--- src/rtl/dxe_pkg.sv ---
// Shared constants for the DMA transfer counter.
// Assumes an 8-bit register port with a 2-bit address.
package dxe_pkg;

    typedef enum logic [1:0] {
        REG_CNT_LO = 2'd0,
        REG_CNT_HI = 2'd1,
        REG_CMD    = 2'd2,
        REG_STAT   = 2'd3
    } reg_addr_e;

    localparam int CMD_DMA_BIT = 7;
    localparam int CMD_DIR_BIT = 0;

    localparam int ST_DONE = 0;
    localparam int ST_CERR = 1;
    localparam int ST_ILL  = 2;
    localparam int ST_W    = 3;

endpackage

--- src/rtl/dxe_fifo.sv ---
// Data FIFO between the DMA agent and the far side.
// Assumes callers never push when full nor pop when empty.
// Output dout is the oldest entry (meaningful only when not empty).
module dxe_fifo #(
    parameter int DATA_W = 8,
    parameter int DEPTH  = 16
) (
    input  logic              clk,
    input  logic              rst_n,
    input  logic              push,
    input  logic [DATA_W-1:0] din,
    input  logic              pop,
    output logic [DATA_W-1:0] dout,
    output logic              full,
    output logic              empty
);
    localparam int AW   = (DEPTH > 1) ? $clog2(DEPTH) : 1;
    localparam int CW   = $clog2(DEPTH + 1);
    localparam bit POW2 = ((1 << AW) == DEPTH);

    logic [DATA_W-1:0] mem [DEPTH];
    logic [AW-1:0]     wr_ptr, rd_ptr, wr_nxt, rd_nxt;
    logic [CW-1:0]     fill;

    // pointer advance: natural wrap for power-of-two depths, compare otherwise
    generate
        if (POW2) begin : g_wrap_pow2
            assign wr_nxt = wr_ptr + AW'(1);
            assign rd_nxt = rd_ptr + AW'(1);
        end else begin : g_wrap_cmp
            assign wr_nxt = (wr_ptr == AW'(DEPTH - 1)) ? '0 : wr_ptr + AW'(1);
            assign rd_nxt = (rd_ptr == AW'(DEPTH - 1)) ? '0 : rd_ptr + AW'(1);
        end
    endgenerate

    assign full  = (fill == CW'(DEPTH));
    assign empty = (fill == '0);
    assign dout  = mem[rd_ptr];

    // storage write
    always_ff @(posedge clk) begin
        if (push) mem[wr_ptr] <= din;
    end

    // pointers and occupancy
    always_ff @(posedge clk) begin
        if (!rst_n) begin
            wr_ptr <= '0;
            rd_ptr <= '0;
            fill   <= '0;
        end else begin
            if (push) wr_ptr <= wr_nxt;
            if (pop)  rd_ptr <= rd_nxt;
            case ({push, pop})
                2'b10:   fill <= fill + CW'(1);
                2'b01:   fill <= fill - CW'(1);
                default: fill <= fill;
            endcase
        end
    end

    AST_NO_OVERFLOW: assert property (@(posedge clk) disable iff (!rst_n)
        push |-> !full);
    AST_NO_UNDERFLOW: assert property (@(posedge clk) disable iff (!rst_n)
        pop |-> !empty);

endmodule

--- src/rtl/dxe_counter.sv ---
// Stored count register plus live down-counter.
// load copies the stored count (zero means 2**CNT_W); stop ends the
// transfer without touching the count; ack is an already-qualified handshake.
// Assumes CNT_W = 2*DATA_W for the two byte-wide writes.
module dxe_counter #(
    parameter int DATA_W = 8,
    parameter int CNT_W  = 16
) (
    input  logic              clk,
    input  logic              rst_n,
    input  logic              we_lo,
    input  logic              we_hi,
    input  logic [DATA_W-1:0] wdata,
    input  logic              load,
    input  logic              stop,
    input  logic              ack,
    output logic [CNT_W:0]    live,
    output logic              active,
    output logic              done_evt
);
    localparam int LIVE_W = CNT_W + 1;
    localparam int HI_W   = CNT_W - DATA_W;

    logic [CNT_W-1:0] stored;

    assign done_evt = ack && active && (live == LIVE_W'(1));

    // stored count: byte-wise host writes
    always_ff @(posedge clk) begin
        if (!rst_n) begin
            stored <= '0;
        end else begin
            if (we_lo) stored[DATA_W-1:0]     <= wdata;
            if (we_hi) stored[CNT_W-1:DATA_W] <= wdata[HI_W-1:0];
        end
    end

    // live counter and active flag
    always_ff @(posedge clk) begin
        if (!rst_n) begin
            live   <= '0;
            active <= 1'b0;
        end else if (load) begin
            live   <= (stored == '0) ? (LIVE_W'(1) << CNT_W) : {1'b0, stored};
            active <= 1'b1;
        end else if (stop) begin
            active <= 1'b0;
        end else if (ack && active) begin
            live <= live - LIVE_W'(1);
            if (live == LIVE_W'(1)) active <= 1'b0;
        end
    end

    AST_ACK_DECR: assert property (@(posedge clk) disable iff (!rst_n)
        (ack && active && !load && !stop) |=> (live == $past(live) - LIVE_W'(1)));
    AST_ZERO_FULL: assert property (@(posedge clk) disable iff (!rst_n)
        (load && stored == '0) |=> (live == (LIVE_W'(1) << CNT_W)));
    AST_LIVE_HELD: assert property (@(posedge clk) disable iff (!rst_n)
        (!load && !ack) |=> $stable(live));

endmodule

--- src/rtl/dxe_status.sv ---
// Sticky interrupt status. A set in the same cycle as a clear wins.
// irq is high while any bit is held.
module dxe_status #(
    parameter int NBITS = 3
) (
    input  logic             clk,
    input  logic             rst_n,
    input  logic [NBITS-1:0] set,
    input  logic             clr,
    output logic [NBITS-1:0] bits,
    output logic             irq
);
    assign irq = |bits;

    // hold, clear on read, set on event
    always_ff @(posedge clk) begin
        if (!rst_n) bits <= '0;
        else        bits <= (clr ? '0 : bits) | set;
    end

    AST_STICKY: assert property (@(posedge clk) disable iff (!rst_n)
        (irq && !clr) |=> irq);

endmodule

--- src/rtl/dma_xfer_engine.sv ---
// Peripheral-side DMA transfer counter: register decode, direction,
// request generation and handshake qualification around the FIFO,
// counter and status blocks. Assumes dack is a one-cycle pulse per byte.
module dma_xfer_engine #(
    parameter int DATA_W = 8,
    parameter int CNT_W  = 16,
    parameter int DEPTH  = 16
) (
    input  logic              clk,
    input  logic              rst_n,
    input  logic              cs,
    input  logic              wr,
    input  logic              rd,
    input  logic [1:0]        addr,
    input  logic [DATA_W-1:0] wdata,
    output logic [DATA_W-1:0] rdata,
    output logic              dreq,
    input  logic              dack,
    input  logic [DATA_W-1:0] dma_wdata,
    output logic [DATA_W-1:0] dma_rdata,
    output logic              irq,
    input  logic              src_valid,
    input  logic [DATA_W-1:0] src_data,
    output logic              src_ready,
    output logic              snk_valid,
    output logic [DATA_W-1:0] snk_data,
    input  logic              snk_ready
);
    import dxe_pkg::*;

    logic              wr_sel, rd_sel, cmd_we, dma_cmd, pio_cmd;
    logic              dir_rd, acc, illegal;
    logic              f_push, f_pop, f_full, f_empty;
    logic [DATA_W-1:0] f_din, f_dout;
    logic [CNT_W:0]    live;
    logic              active, done_evt;
    logic [ST_W-1:0]   st_set, st_bits;

    assign wr_sel  = cs && wr;
    assign rd_sel  = cs && rd;
    assign cmd_we  = wr_sel && (addr == REG_CMD);
    assign dma_cmd = cmd_we &&  wdata[CMD_DMA_BIT];
    assign pio_cmd = cmd_we && !wdata[CMD_DMA_BIT];

    // request and handshake qualification
    assign dreq    = active && (dir_rd ? !f_empty : !f_full);
    assign acc     = dack && !cs && dreq;
    assign illegal = dack && cs;

    // FIFO steering by direction
    assign f_push = dir_rd ? (src_valid && !f_full) : acc;
    assign f_din  = dir_rd ? src_data : dma_wdata;
    assign f_pop  = dir_rd ? acc : (snk_ready && !f_empty);

    assign src_ready = dir_rd && !f_full;
    assign snk_valid = !dir_rd && !f_empty;
    assign snk_data  = f_dout;
    assign dma_rdata = f_dout;

    // direction latched from every command
    always_ff @(posedge clk) begin
        if (!rst_n)      dir_rd <= 1'b0;
        else if (cmd_we) dir_rd <= wdata[CMD_DIR_BIT];
    end

    always_comb begin
        st_set          = '0;
        st_set[ST_DONE] = done_evt;
        st_set[ST_CERR] = cmd_we && active;
        st_set[ST_ILL]  = illegal;
    end

    // register read mux
    always_comb begin
        rdata = '0;
        if (rd_sel) begin
            case (addr)
                REG_CNT_LO: rdata = live[DATA_W-1:0];
                REG_CNT_HI: rdata = DATA_W'(live[CNT_W-1:DATA_W]);
                REG_CMD:    rdata = DATA_W'({active, dir_rd, live[CNT_W]});
                default:    rdata = DATA_W'(st_bits);
            endcase
        end
    end

    dxe_fifo #(.DATA_W(DATA_W), .DEPTH(DEPTH)) u_fifo (
        .clk(clk), .rst_n(rst_n), .push(f_push), .din(f_din), .pop(f_pop),
        .dout(f_dout), .full(f_full), .empty(f_empty)
    );

    dxe_counter #(.DATA_W(DATA_W), .CNT_W(CNT_W)) u_cnt (
        .clk(clk), .rst_n(rst_n),
        .we_lo(wr_sel && addr == REG_CNT_LO),
        .we_hi(wr_sel && addr == REG_CNT_HI),
        .wdata(wdata), .load(dma_cmd), .stop(pio_cmd), .ack(acc),
        .live(live), .active(active), .done_evt(done_evt)
    );

    dxe_status #(.NBITS(ST_W)) u_st (
        .clk(clk), .rst_n(rst_n), .set(st_set),
        .clr(rd_sel && addr == REG_STAT), .bits(st_bits), .irq(irq)
    );

    AST_ILLEGAL_HOLD: assert property (@(posedge clk) disable iff (!rst_n)
        (dack && cs && !cmd_we) |=> ($stable(live) && st_bits[ST_ILL]));
    AST_DONE_DROP: assert property (@(posedge clk) disable iff (!rst_n)
        (acc && live == (CNT_W+1)'(1)) |=> (!dreq && irq));
    AST_PIO_IDLE: assert property (@(posedge clk) disable iff (!rst_n)
        pio_cmd |=> !dreq);
    AST_ABORT_FLAG: assert property (@(posedge clk) disable iff (!rst_n)
        (cmd_we && active) |=> st_bits[ST_CERR]);

endmodule

--- config.mk ---
export PLATFORM = sky130hd
export DESIGN_NAME = dma_xfer_engine
export DESIGN_NICKNAME = d
export VERILOG_FILES = /design/src/rtl/dxe_pkg.sv /design/src/rtl/dxe_fifo.sv /design/src/rtl/dxe_counter.sv /design/src/rtl/dxe_status.sv /design/src/rtl/dma_xfer_engine.sv
export SDC_FILE = /design/constraint.sdc
export NUM_CORES = 1
export LEC_CHECK = 0
export BUFFER_PORTS_ARGS = -buffer_cell sky130_fd_sc_hd__buf_4
export CORE_UTILIZATION = 60
export CTS_CLUSTER_SIZE = 14
export DETAILED_ROUTE_END_ITERATION = 8
export PLACE_DENSITY_LB_ADDON = 0.25
export SYNTH_ARGS = -nofsm -noshare
export SYNTH_HDL_FRONTEND = slang
export SYNTH_HIERARCHICAL = 1
export SYNTH_SLANG_ARGS = --single-unit
--- constraint.sdc ---
create_clock -name clk -period 8.8 [get_ports clk]
set_input_delay 1.76 -clock clk [delete_from_list [all_inputs] [get_ports clk]]
set_output_delay 1.76 -clock clk [all_outputs]
set_load 0.01 [all_outputs]
* Yosys cells after proc, flatten, opt, wreduce, memory -nomap -nowiden *
Memory sizes are Yosys's and may differ from the RTL's. A register that Yosys moved wholly into a read port is not among the register bits.
Index checks and enable logic that the tools add are counted.

word-level totals
  register bits = 51
  bits in latches = 0
  bits in writable memories = 128
  memory bits (read-only) = 0
  input port bits = 34
  output and inout port bits = 28
  word-level logic and storage cells = 78
  memories kept = 1

memories
  name        words  width  rd ports  clocked after memory_dff  write ports  RTL line        source
  u_fifo.mem  16     8      1         1                         1            dxe_fifo.sv:21  logic [DATA_W-1:0] mem [DEPTH];

cells by class
  $add $sub $neg = 5
  multiply operators = 0
  divide/modulo/power cells = 0
  order comparisons = 0
  equal/unequal tests = 8
  shift operators = 0
  multiplexer cells = 20
  bitwise logic cells = 1
  reductions and logical operators = 34

operator list
  kind                                                 count
  two-way mux 17 bit                                   4
  case mux 8 bit (3 select lines)                      1
  logical AND 1 bit                                    19
  == test 17 x 1 -> 1 bit (second input constant)      1
  subtractor 17 x 1 -> 17 bit (second input constant)  1
  zero test 16 bit                                     1
  two-way mux 8 bit                                    2
  case mux 5 bit (2 select lines)                      1
  two-way mux 1 bit                                    9
  adder 4 x 1 -> 4 bit (second input constant)         2
  two-way mux 4 bit                                    2
  == test 2 bit (second input constant)                3
  nonzero test 3 bit                                   2
  adder 5 x 1 -> 5 bit (second input constant)         1
  == test 5 bit (second input constant)                1
  zero test 1 bit                                      5
  zero test 5 bit                                      1
  subtractor 5 x 1 -> 5 bit (second input constant)    1
  == test 2 x 1 -> 1 bit (second input constant)       2
  AND reduction 2 bit                                  2
  nonzero test 2 bit                                   2
  two-way mux 3 bit                                    1
  bitwise OR 3 bit                                     1
  OR reduction 3 bit                                   1
  other kinds (2)                                      2

* Longest topological paths before layout *
Gate-level depths: netlist (run 1).

  depth after elaboration = 9
  mapped depth = 13

* Cells and area by module *
Netlist (run 1), hierarchy kept.

by module, submodules not included
  module           times used  cells an instance  area each (µm²)  sequential area each (µm²)
  dxe_fifo         1           311                5904.4           4184.0
  dxe_counter      1           185                1692.9           680.7
  dma_xfer_engine  1           66                 549.3            20.0
  dxe_status       1           10                 107.6            60.1

* Least setup slack after synthesis (run 1) *
OpenSTA, ideal clock, no wires.

  path kind = input to output
  start point = in addr[0]
  end point = out rdata[0]
  arrival = 2337 ps
  slack = 4703 ps
  stages on the path = 4
  buffers on the path = 2
  cell sequence = buf_6 buf_8 mux2i_1 o22ai_1

on the way
  longest elaborated chain between the ends = 3

ends and longest elaborated chain
  item                                   RTL line               source
  from (decl)                            dma_xfer_engine.sv:14  input logic [1:0] addr,
  == test 2 bit (tied with other cells)  dma_xfer_engine.sv:77  case (addr)
  case mux 8 bit (3 select lines) *      dma_xfer_engine.sv:77
  two-way mux 8 bit *                    dma_xfer_engine.sv:76  if (rd_sel) begin
  to (decl)                              dma_xfer_engine.sv:16  output logic [DATA_W-1:0] rdata,

Every way passes the cells marked *; elsewhere a longest branch is shown, timed or not.

==> run metrics, run 1 <==
R2R Setup Slk 5.43 ns; WL met2 8200 µm; # Max-Cap Violations 0; initial antenna violation count 0; post-CTS setup buffers 0; HPWL after detailed placement 11200 µm; met3 WL 986 µm; Max H-tree Level 4; Die X-Extent 119 µm; worst slew pin tran 1.08 ns; Clock Latency Late Sink 0.43 ns; final hold violations 0; TritonCTS Sinks 183; synthesized net count 617; post-synthesis compound-gate area fraction 5.47%; layout cell share with drive strength beyond 1 18.5%; post-synthesis sequential area ratio 59.9%; IO Port Bufs 61; CP Cell Sequence mux4_1 -> a22oi_1 -> nand2_1 -> buf_4; commonest cells after routing, fill and taps aside edfxtp_1, buf_4, dfxtp_1; pwr dens 223 mW/mm²; # rows 42; Yosys cell types 62; vias in the first global route 4920; status finished clean; Fin Setup TNS 0 ns; final clock skew 0.0106 ns; Post-Synthesis Cell Area 0.00825 mm²; Min-Delay Path Class reg2reg; total die area 0.0142 mm²; Remaining Overflow, GRT 0; post-route setup slack 4.28 ns; Yosys warnings 6; P&R area growth vs syn 12.3%; GP Congestion 0.897; average cell area after synthesis 14.4 µm²; I/O pin total 62; drt wl/cell 20.7 µm; Final Cycle Share 51.4%; Synth area leader edfxtp_1; Core Area 0.0133 mm²; drt drc 0; Die Span Y 119 µm; VDD IR max 0.000144 V; Synth Register Bits 183; first-pass GRT wire length 26500 µm; crit path kind reg2out; Synth Area in XOR/XNOR 1.91%; First-pass DRT Iterations 5; Final ANT Viol Nets 0; Post-synth EDFFs 128; PostCTS Resize Cnt 0; largest net degree at the start of global routing 57; Worst EP required 7.04 ns; largest family of logic cells by synthesized area multiplexers; max incr delay on CP 1.03 ns; main flop type after synthesis edfxtp_1; initial drt markers 523; Synth area leaders edfxtp_1, dfxtp_1, mux4_1, mux4_2, mux2i_1; vias 5049; Crit Path Max Fanout 32; Post-Synth Simple-Gate Area 12.9%; Setup violations, final 0; clock root cell clkbuf_16; ant diodes 0; critical path arrival 2.76 ns; Leak 3.21 nW; WL final 16700 µm; adder-cell share of the synthesized area 1.67%; nets@finish 664; Synth async-reset ratio 0%; Synth top area share 46.6%; Inserted Clock Buffers 17; met1 WL 7370 µm; Slew Limit Fails 0; slew margin rel. 28.3%; DR top layer met4; TritonCTS clock tree done; Crit-path slowest cell dfxtp_2; Cells after Synth 572; mux contribution to synthesized area 14.6%; clk buf depth 2; Crit. End Element primary output; commonest non-fill, non-tap cell in the layout edfxtp_1; Vias/cell 6.25; Hold Buf Count CTS 0; GRT Overall Usage 24.9%; crit start category register; RSZ-0062 raised after global routing false; Reg clk slew, reported paths 0.07 ns; initial core utilization 61.8%; Place WS 4.32 ns; post-layout minimum cycle time 4.52 ns; fmax 221 MHz
-- power by group --
group / switching, mW / total (mW) / internal (mW)
Combinational: 0.153 / 0.325 / 0.172
Sequential: 0.0538 / 0.994 / 0.940
Clock: 0.299 / 0.744 / 0.445
Total: 0.505 / 2.06 / 1.56
-- final cells by class --
cell class                 count  area (µm²)
sequential                   183        4950
fill                         919        4080
multi-input combinational    344        3020
timing repair buffer          63         473
clock buffer                  23         448
tap                          176         220
clock inverter                 9         125
inverter                      10        37.5
-- logic make-up (layout without fill, tap and decap cells) --
family                     after synthesis  count (layout)
buffers and inverters                   45             105
adders and majority gates               11              11
and+or+nand+nor                        175             175
muxes                                   72              72
DFF                                    183             183
AOI/OAI and AO/OA                       68              68
xor gates and xnor gates                18              18
-- path summary, 6_finish.rpt --
kind / startpoint / depth (start not counted) / endpoint
setup / recovery: register / 4 / dma_rdata[6]
hold / removal: u_cnt/stored[5] / 2 / u_cnt/live[5]
setup reg to reg: dir_rd / 10 / u_fifo/fill[4]
hold reg to reg: u_cnt/stored[5] / 2 / u_cnt/live[5]
-- Yosys cell counts (4+ instances only) --
| cell | instances |
|---|---|
| buf_6 | 5 |
| inv_1 | 9 |
| xnor2_1 | 9 |
| mux2_4 | 4 |
| nand3_1 | 8 |
| nor3_1 | 10 |
| nor2b_1 | 26 |
| nand4_1 | 12 |
| a21oi_1 | 11 |
| mux2i_1 | 32 |
| a22oi_1 | 16 |
| nand4b_1 | 5 |
| o21a_1 | 7 |
| edfxtp_1 | 128 |
| buf_4 | 9 |
| xor2_1 | 9 |
| nor4_1 | 5 |
| nor2_1 | 19 |
| and2_1 | 30 |
| clkbuf_1 | 12 |
| mux4_1 | 16 |
| mux4_2 | 16 |
| dfxtp_1 | 55 |
| mux2_1 | 4 |
| nor3b_1 | 5 |
| o21ai_0 | 14 |
| nand2_1 | 26 |
| nand2b_1 | 5 |
| ha_1 | 11 |
-- critical path: cells and delay by family (launching register included) --
family / cells / cell delay [ns]
buffers and inverters: 1 / 0.16
flip-flops: 1 / 1.03
multiplexers: 1 / 0.71
AND/OR/NAND/NOR: 1 / 0.13
AO/OA/AOI/OAI: 1 / 0.30
-- state kept, by name, indices dropped and copies added, names as in the netlist, named ones only --
register and count:
dir_rd 1, u_cnt/active 1, u_cnt/live 17, u_cnt/stored 16
u_fifo/fill 5, u_fifo/mem 128, u_fifo/rd_ptr 4, u_fifo/wr_ptr 4
u_st/bits 3
-- metrics by stage --
stage | hold slack (ns) | total power [mW] | std cells | cell area (µm²) | utilization (%)
final | 0.507 | 2.06 | 808 | 9270 | 69.4
after global routing | 0.511 | 2.14 | 808 | 9270 | 69.4
after CTS | 0.500 | 2.07 | 808 | 9270 | 69.4
after detailed placement | 0.487 | 1.34 | 776 | 8690 | 65.1
after global placement | 0.473 | 1.33 | 776 | 8690 | 65.1
after floorplan | 0.444 | 1.25 | 572 | 8250 | -
-- per-layer routing --
| layer | vias up | GRT usage (%) |
|---|---|---|
| met5 | - | 0 |
| met1 | 2552 | 35.3 |
| met4 | 0 | 7.81 |
| li1 | 2293 | - |
| met2 | 194 | 39.6 |
| met3 | 10 | 4.50 |
Note: power is estimated with default switching activity, not from simulation.
==> inputs of run 2 (changes only) <==
--- a/config.mk
+++ b/config.mk
@@ -6,7 +6,7 @@
 export NUM_CORES = 1
 export LEC_CHECK = 0
 export BUFFER_PORTS_ARGS = -buffer_cell sky130_fd_sc_hd__buf_4
-export CORE_UTILIZATION = 60
+export CORE_UTILIZATION = 54
 export CTS_CLUSTER_SIZE = 14
 export DETAILED_ROUTE_END_ITERATION = 8
 export PLACE_DENSITY_LB_ADDON = 0.25
==> constraint.sdc (replaced) <==
create_clock -name clk -period 3.6 [get_ports clk]
set_input_delay 0.72 -clock clk [delete_from_list [all_inputs] [get_ports clk]]
set_output_delay 0.72 -clock clk [all_outputs]
set_load 0.01 [all_outputs]
==> run 2 against run 1 <==
  * Combinational power rose to 2.8 times the previous value
  * First-iteration DRC count shrank 19%
  * The flow now finishes with violations (DRC)
  * Cell count up 1.6%
  * Clock power increased to 2.7 times the previous value
  * Setup slack lost 3.7 ns
  * Sequential share of layout area fell by 0.71 points
  * Flip-flop and latch count unchanged
  * Highest routed layer unchanged
  * Worst hold slack got worse by 0.0078 ns
  * Non-clock buffer count increased by 5
  * Critical path depth rose by 7
  * Critical path type is now reg2reg
  * Utilization is 5.5 points lower
==> run metrics, run 2 (synthesis results as in run 1) <==
IO Port Bufs 61 (unchanged); initial drt markers 424 (-19%); PostCTS Resize Cnt 0 (unchanged); slew margin rel. 53.8% (+25 points); R2R Path End u_fifo/fill[4]; Die X-Extent 126 µm (+5.3%); r2r startpoint u_fifo/fill[1]; Remaining Overflow, GRT 0 (unchanged); met1 GRT Util 33.4% (-1.9 points); GP Congestion 0.866 (-3.4%); Top delay family on crit path simple AND/OR/NAND/NOR gates; Slew Limit Fails 0 (unchanged); max incr delay on CP 0.55 ns (-0.48 ns); largest net degree at the start of global routing 57 (unchanged); post-layout minimum cycle time 3.03 ns; Clock Latency Late Sink 0.42 ns (about the same); Setup violations, final 0 (unchanged); Crit Path Max Fanout 9 (-72%); Leak 3.27 nW (+1.9%); Crit-path slowest cell or4_1; Crit. End Element register; VDD IR max 0.000362 V (+150%); failing checks DRC; Vias/cell 6.03 (-3.5%); crit path kind reg2reg; final hold violations 0 (unchanged); Largest Register u_fifo/mem; commonest cells after routing, fill and taps aside edfxtp_1, buf_4, dfxtp_1; Final Cycle Share 84.1%; Fin Setup TNS 0 ns (unchanged); TritonCTS Sinks 183 (unchanged); total die area 0.0158 mm² (+11%); Final ANT Viol Nets 0 (unchanged); total placed instance area 0.00875 mm² (+0.68%); max FFs per register 128 (unchanged); Die Span Y 126 µm (+5.3%); layout cell share with drive strength beyond 1 19.5% (+0.95 points); First-pass DRT Iterations 9 (+4); Min-Delay Path Class reg2reg; initial antenna violation count 0 (unchanged); worst slew pin tran 0.691 ns (-0.385 ns); # Max-Cap Violations 0 (unchanged); critical hold path startpoint u_cnt/stored[5]; I/O pin total 62 (unchanged); Reg clk slew, reported paths 0.06 ns (about the same); Inserted Clock Buffers 17 (unchanged); worst r2r path cells 11 (+1); critical path arrival 3.39 ns (+0.63 ns); Worst EP required 3.96 ns (-3.08 ns); largest registers in the final layout u_fifo/mem x128, u_cnt/live x17, u_cnt/stored x16; drt drc 3 (+3); fmax 330 MHz; met2 Usage GRT 35.9% (-3.6 points); drt wl/cell 20.9 µm (+1.2%); nets@finish 669 (+0.75%); HPWL after detailed placement 11500 µm (+3.4%); vias in the first global route 4874 (-0.93%); RSZ-0062 raised after global routing false; crit start category register; Finished Cell Area 0.00939 mm² (+1.3%); initial core utilization 56.2% (-5.7 points); pwr dens 558 mW/mm² (+150%); # rows 44 (+4.8%); Place WS 0.498 ns (-3.82 ns); R2R Setup Slk 0.57 ns (-4.86 ns); clock root cell clkbuf_16; Hold Path End u_cnt/live[5]; Hold WS 0.499 ns (-0.00775 ns); Max H-tree Level 4 (unchanged); Hold Buf Count CTS 0 (unchanged); post-route setup slack 0.571 ns (-3.71 ns); Core Area 0.0147 mm² (+10%); Crit path buffers/inverters 1 (unchanged); Hold Path Cell Cnt 2 (unchanged); P&R area growth vs syn 13.8%; CP Cell Sequence or4_1 -> nor2_1 -> a21oi_1 -> buf_4 -> ha_1 -> xor2_1 -> ha_1 -> a21oi_1 -> a221oi_1 -> or4b_1 -> nand4_1; GRT Overall Usage 23.2% (-1.7 points); vias 4951 (-1.9%); GR Util met3 4.55% (+0.044 points); ant diodes 0 (unchanged); commonest non-fill, non-tap cell in the layout edfxtp_1; final clock skew 0.00790 ns (-0.00271 ns); status finished, violations left; WL final 17200 µm (+2.8%); GRT Max-Usage Layer met2; clk buf depth 2 (unchanged); post-CTS setup buffers 0 (unchanged); first-pass GRT wire length 27400 µm (+3.3%); TritonCTS clock tree done
run 2: changes by cell type in the layout (fill, tap and decap cells not counted), sizes merged:
cell / change
buf: +5
clkbuf: -3
bufinv: +2
clkinv: +1
run 2: per-layer routing:
| layer | share of wire [%] | routed length, µm |
|---|---|---|
| met2 | 48 | 8160 |
| met3 | 4.9 | 840 |
| met1 | 46 | 7950 |
| met4 | 1.3 | 219 |
| met5 | 0 | 0 |
run 2: power breakdown:
group | switching, mW | total (mW) | internal (mW) | leakage (nW)
clock network | 0.753 | 1.99 | 1.23 | 0.308
logic | 0.457 | 0.899 | 0.442 | 1.37
registers | 0.0557 | 2.35 | 2.30 | 1.60
total | 1.27 | 5.24 | 3.97 | 3.27
run 2: worst max-delay path by stage:
stage                                end  cells past startpoint  slack (ns)            from
after floorplan           u_fifo/fill[4]                     11        0.69              cs
after global placement    u_fifo/fill[4]                     11        0.63              cs
after detailed placement  u_fifo/fill[4]                     11        0.50              cs
after CTS                    snk_data[1]                      5        0.55        register
after global routing      u_fifo/fill[4]                     11        0.38  u_fifo/fill[1]
final                     u_fifo/fill[4]                     11        0.57  u_fifo/fill[1]
run 2: layout make-up:
class | count | area (µm²)
well taps | 184 | 230
multi-input cells | 344 | 3020
fillers | 1087 | 5310
repair buffers | 68 | 523
inverters | 10 | 37.5
clock buffers | 20 | 437
flip-flops and latches | 183 | 4950
clock inverters | 12 | 200
run 2: worst register-to-register path, delay by kind of cell (launching register included):
kind / cells / cell delay, ns
compound gates: 3 / 0.44
xor+xnor: 1 / 0.18
fa+ha+maj: 2 / 0.51
buf+inv: 1 / 0.17
flops: 1 / 0.37
simple gates: 4 / 1.31
run 2: metrics by stage:
| step | power (mW) | util [%] | instances |
|---|---|---|---|
| CTS | 5.27 | 63.9 | 821 |
| detailed placement | 3.29 | 59.6 | 789 |
| floorplan | 3.05 | - | 572 |
| finish | 5.24 | 63.9 | 821 |
| global placement | 3.27 | 59.6 | 789 |
| global route | 5.45 | 63.9 | 821 |
==> inputs of run 3 (changes only) <==
--- a/config.mk
+++ b/config.mk
@@ -5,8 +5,9 @@
 export SDC_FILE = /design/constraint.sdc
 export NUM_CORES = 1
 export LEC_CHECK = 0
+export ABC_AREA = 1
 export BUFFER_PORTS_ARGS = -buffer_cell sky130_fd_sc_hd__buf_4
-export CORE_UTILIZATION = 54
+export CORE_UTILIZATION = 55
 export CTS_CLUSTER_SIZE = 14
 export DETAILED_ROUTE_END_ITERATION = 8
 export PLACE_DENSITY_LB_ADDON = 0.25
==> constraint.sdc (replaced) <==
create_clock -name clk -period 2.6 [get_ports clk]
set_input_delay 0.52 -clock clk [delete_from_list [all_inputs] [get_ports clk]]
set_output_delay 0.52 -clock clk [all_outputs]
set_load 0.01 [all_outputs]
==> run 3 against run 2 <==
  * Clock power grew 26%
  * Largest power group unchanged
  * Area after synthesis grew 5.9%
  * Sequential power grew 42%
  * Wire length grew 22%
  * Utilization grew 1.6 points
  * Sequential share of layout area shrank 3.5 points
  * Global-route usage grew 3.7 points
  * The run now ends clean
  * Cell area grew 7.2%
  * Cell count grew 50%
  * Critical path depth shrank 5
==> run metrics, run 3 <==
Leak 4.07 nW (+24%); Max H-tree Level 4 (unchanged); largest registers in the final layout u_fifo/mem x128, u_cnt/live x17, u_cnt/stored x16; ant diodes 0 (unchanged); Synth area leaders edfxtp_1, dfxtp_1, nand2_1, inv_1, nand3_1; initial antenna violation count 0 (unchanged); GP Congestion 0.865 (-0.14%); Place WS 0.0836 ns (-0.415 ns); VDD IR max 0.000561 V (+55%); post-route setup slack 0.125 ns (-0.445 ns); Largest Register u_fifo/mem; Core Area 0.0154 mm² (+4.6%); Cells after Synth 944 (+65%); Yosys warnings 6 (unchanged); status finished clean; critical path arrival 1.95 ns (-1.44 ns); Synth top area share 44.0% (-2.6 points); max FFs per register 128 (unchanged); most frequent cell after synthesis nand2_1; P&R area growth vs syn 15.1%; # rows 45 (+2.3%); initial core utilization 56.9% (+0.74 points); drt wl/cell 17.0 µm (-19%); Synth Register Bits 183 (unchanged); Die X-Extent 128 µm (+2.0%); average cell area after synthesis 9.26 µm² (-36%); main flop type after synthesis edfxtp_1; Reg clk slew, reported paths 0.07 ns (about the same); IO Port Bufs 61 (unchanged); Min-Delay Path Class in2reg; commonest non-fill, non-tap cell in the layout nand2_1; synthesized net count 989 (+60%); Final Cycle Share 95.2%; Synth async-reset ratio 0% (unchanged); Post-synth EDFFs 128 (unchanged); largest net degree at the start of global routing 55 (-3.5%); # Max-Cap Violations 0 (unchanged); Synth top cells by count nand2_1, edfxtp_1, inv_1; Post-Synthesis Cell Area 0.00874 mm² (+5.9%); Final ANT Viol Nets 0 (unchanged); Crit Path Max Fanout 27 (+18); WL final 21000 µm (+22%); I/O pin total 62 (unchanged); drt drc 0 (-3); Hold Buf Count CTS 0 (unchanged); fmax 404 MHz; Worst EP required 2.08 ns (-1.88 ns); Fin Setup TNS 0 ns (unchanged); final clock skew 0.0114 ns (+0.00350 ns); Yosys cell types 35 (-44%); initial drt markers 842 (+99%); pwr dens 768 mW/mm² (+38%); first-pass GRT wire length 33300 µm (+22%); HPWL after detailed placement 13800 µm (+20%); Vias/cell 5.53 (-8.2%); post-layout minimum cycle time 2.47 ns; Slew Limit Fails 0 (unchanged); slew margin rel. 49.6% (-4.2 points); TritonCTS Sinks 183 (unchanged); final hold violations 0 (unchanged); Remaining Overflow, GRT 0 (unchanged); nets@finish 1055 (+58%); total die area 0.0164 mm² (+3.9%); clock root cell clkbuf_16; Synth area leader edfxtp_1; Inserted Clock Buffers 17 (unchanged); layout cell share with drive strength beyond 1 18.3% (-1.2 points); commonest cells after routing, fill and taps aside nand2_1, edfxtp_1, inv_1; vias in the first global route 6202 (+27%); final core utilization 65.5% (+1.6 points); Clock Latency Late Sink 0.44 ns (+0.02 ns); post-synthesis sequential area ratio 56.5% (-3.4 points); TritonCTS clock tree done; worst slew pin tran 0.754 ns (+0.0637 ns); First-pass DRT Iterations 5 (-4); Die Span Y 128 µm (+2.0%); Setup violations, final 0 (unchanged); crit start category register; clk buf depth 2 (unchanged); crit path kind reg2out; Crit. End Element primary output; vias 6830 (+38%); GRT Overall Usage 27.0% (+3.7 points)
[run 3: cell count changes after synthesis, moves of 59 or more]
| cell | change |
|---|---|
| nor2_1 | +70 |
| a21oi_1 | +65 |
| nand3_1 | +70 |
| o21ai_0 | +59 |
| inv_1 | +116 |
| nand2_1 | +129 |
[run 3: final timing paths]
check	from	to	slack (ns)	cells past startpoint
worst max-delay path	register	dma_rdata[0]	0.13	6
worst min-delay path	wdata[5]	u_cnt/stored[5]	0.32	3
worst max register to register	u_fifo/fill[0]	u_fifo/fill[2]	0.26	19
worst min register to register	u_fifo/fill[0]	u_fifo/fill[0]	0.47	1
[run 3: timing repair]
| action | CTS | global route |
|---|---|---|
| endpoints found under the hold margin | 0 | 0 |
| setup buffers | 0 | 1 |
| resized for setup | 0 | 7 |
| endpoints found under the setup margin | 0 | 10 |
[run 3: cell type report]
| cell class | count | area, µm² |
|---|---|---|
| timing repair buffer | 93 | 753 |
| fill | 1242 | 5300 |
| tap | 211 | 264 |
| sequential | 183 | 4950 |
| clock inverter | 14 | 139 |
| inverter | 132 | 498 |
| multi-input combinational | 583 | 3030 |
| clock buffer | 18 | 429 |
[run 3: power by group]
part / internal (mW) / switching (mW) / leakage [nW]
Sequential: 3.21 / 0.120 / 1.60
Clock: 1.35 / 1.16 / 0.278
Combinational: 0.761 / 1.14 / 2.19
[run 3: through the flow]
stage | cell area, µm² | power, mW | std cells | hold slack, ns
after floorplan | 8740 | 4.69 | 944 | 0.444
after global placement | 9440 | 5.15 | 1200 | 0.469
after detailed placement | 9440 | 5.20 | 1200 | 0.475
after CTS | 10000 | 7.68 | 1232 | 0.302
after global routing | 10100 | 8.10 | 1234 | 0.309
final | 10100 | 7.73 | 1234 | 0.318
[run 3: cell families after synthesis]
group / after synthesis / synth area share, %
XOR/XNOR: 3 / 0.301
adder cells (fa/ha/maj): 11 / 1.57
AO/OA/AOI/OAI: 205 / 13.9
AND/OR/NAND/NOR: 364 / 18.7
buffers and inverters: 178 / 9.01
flip-flops: 183 / 56.5
[run 3: routing by layer]
layer / global-route usage, % / wire length [µm]
met1: 40.5 / 9720
met3: 6.05 / 1600
met5: 0 / 0
met2: 38.9 / 9390
met4: 7.89 / 301
[run 3: critical path, stage by stage (launching register included)]
cell      delay, ns
dfxtp_2        0.56
buf_12         0.24
o211ai_1       0.14
nand3_1        0.19
nand3_1        0.10
nand2_1        0.14
buf_4          0.14
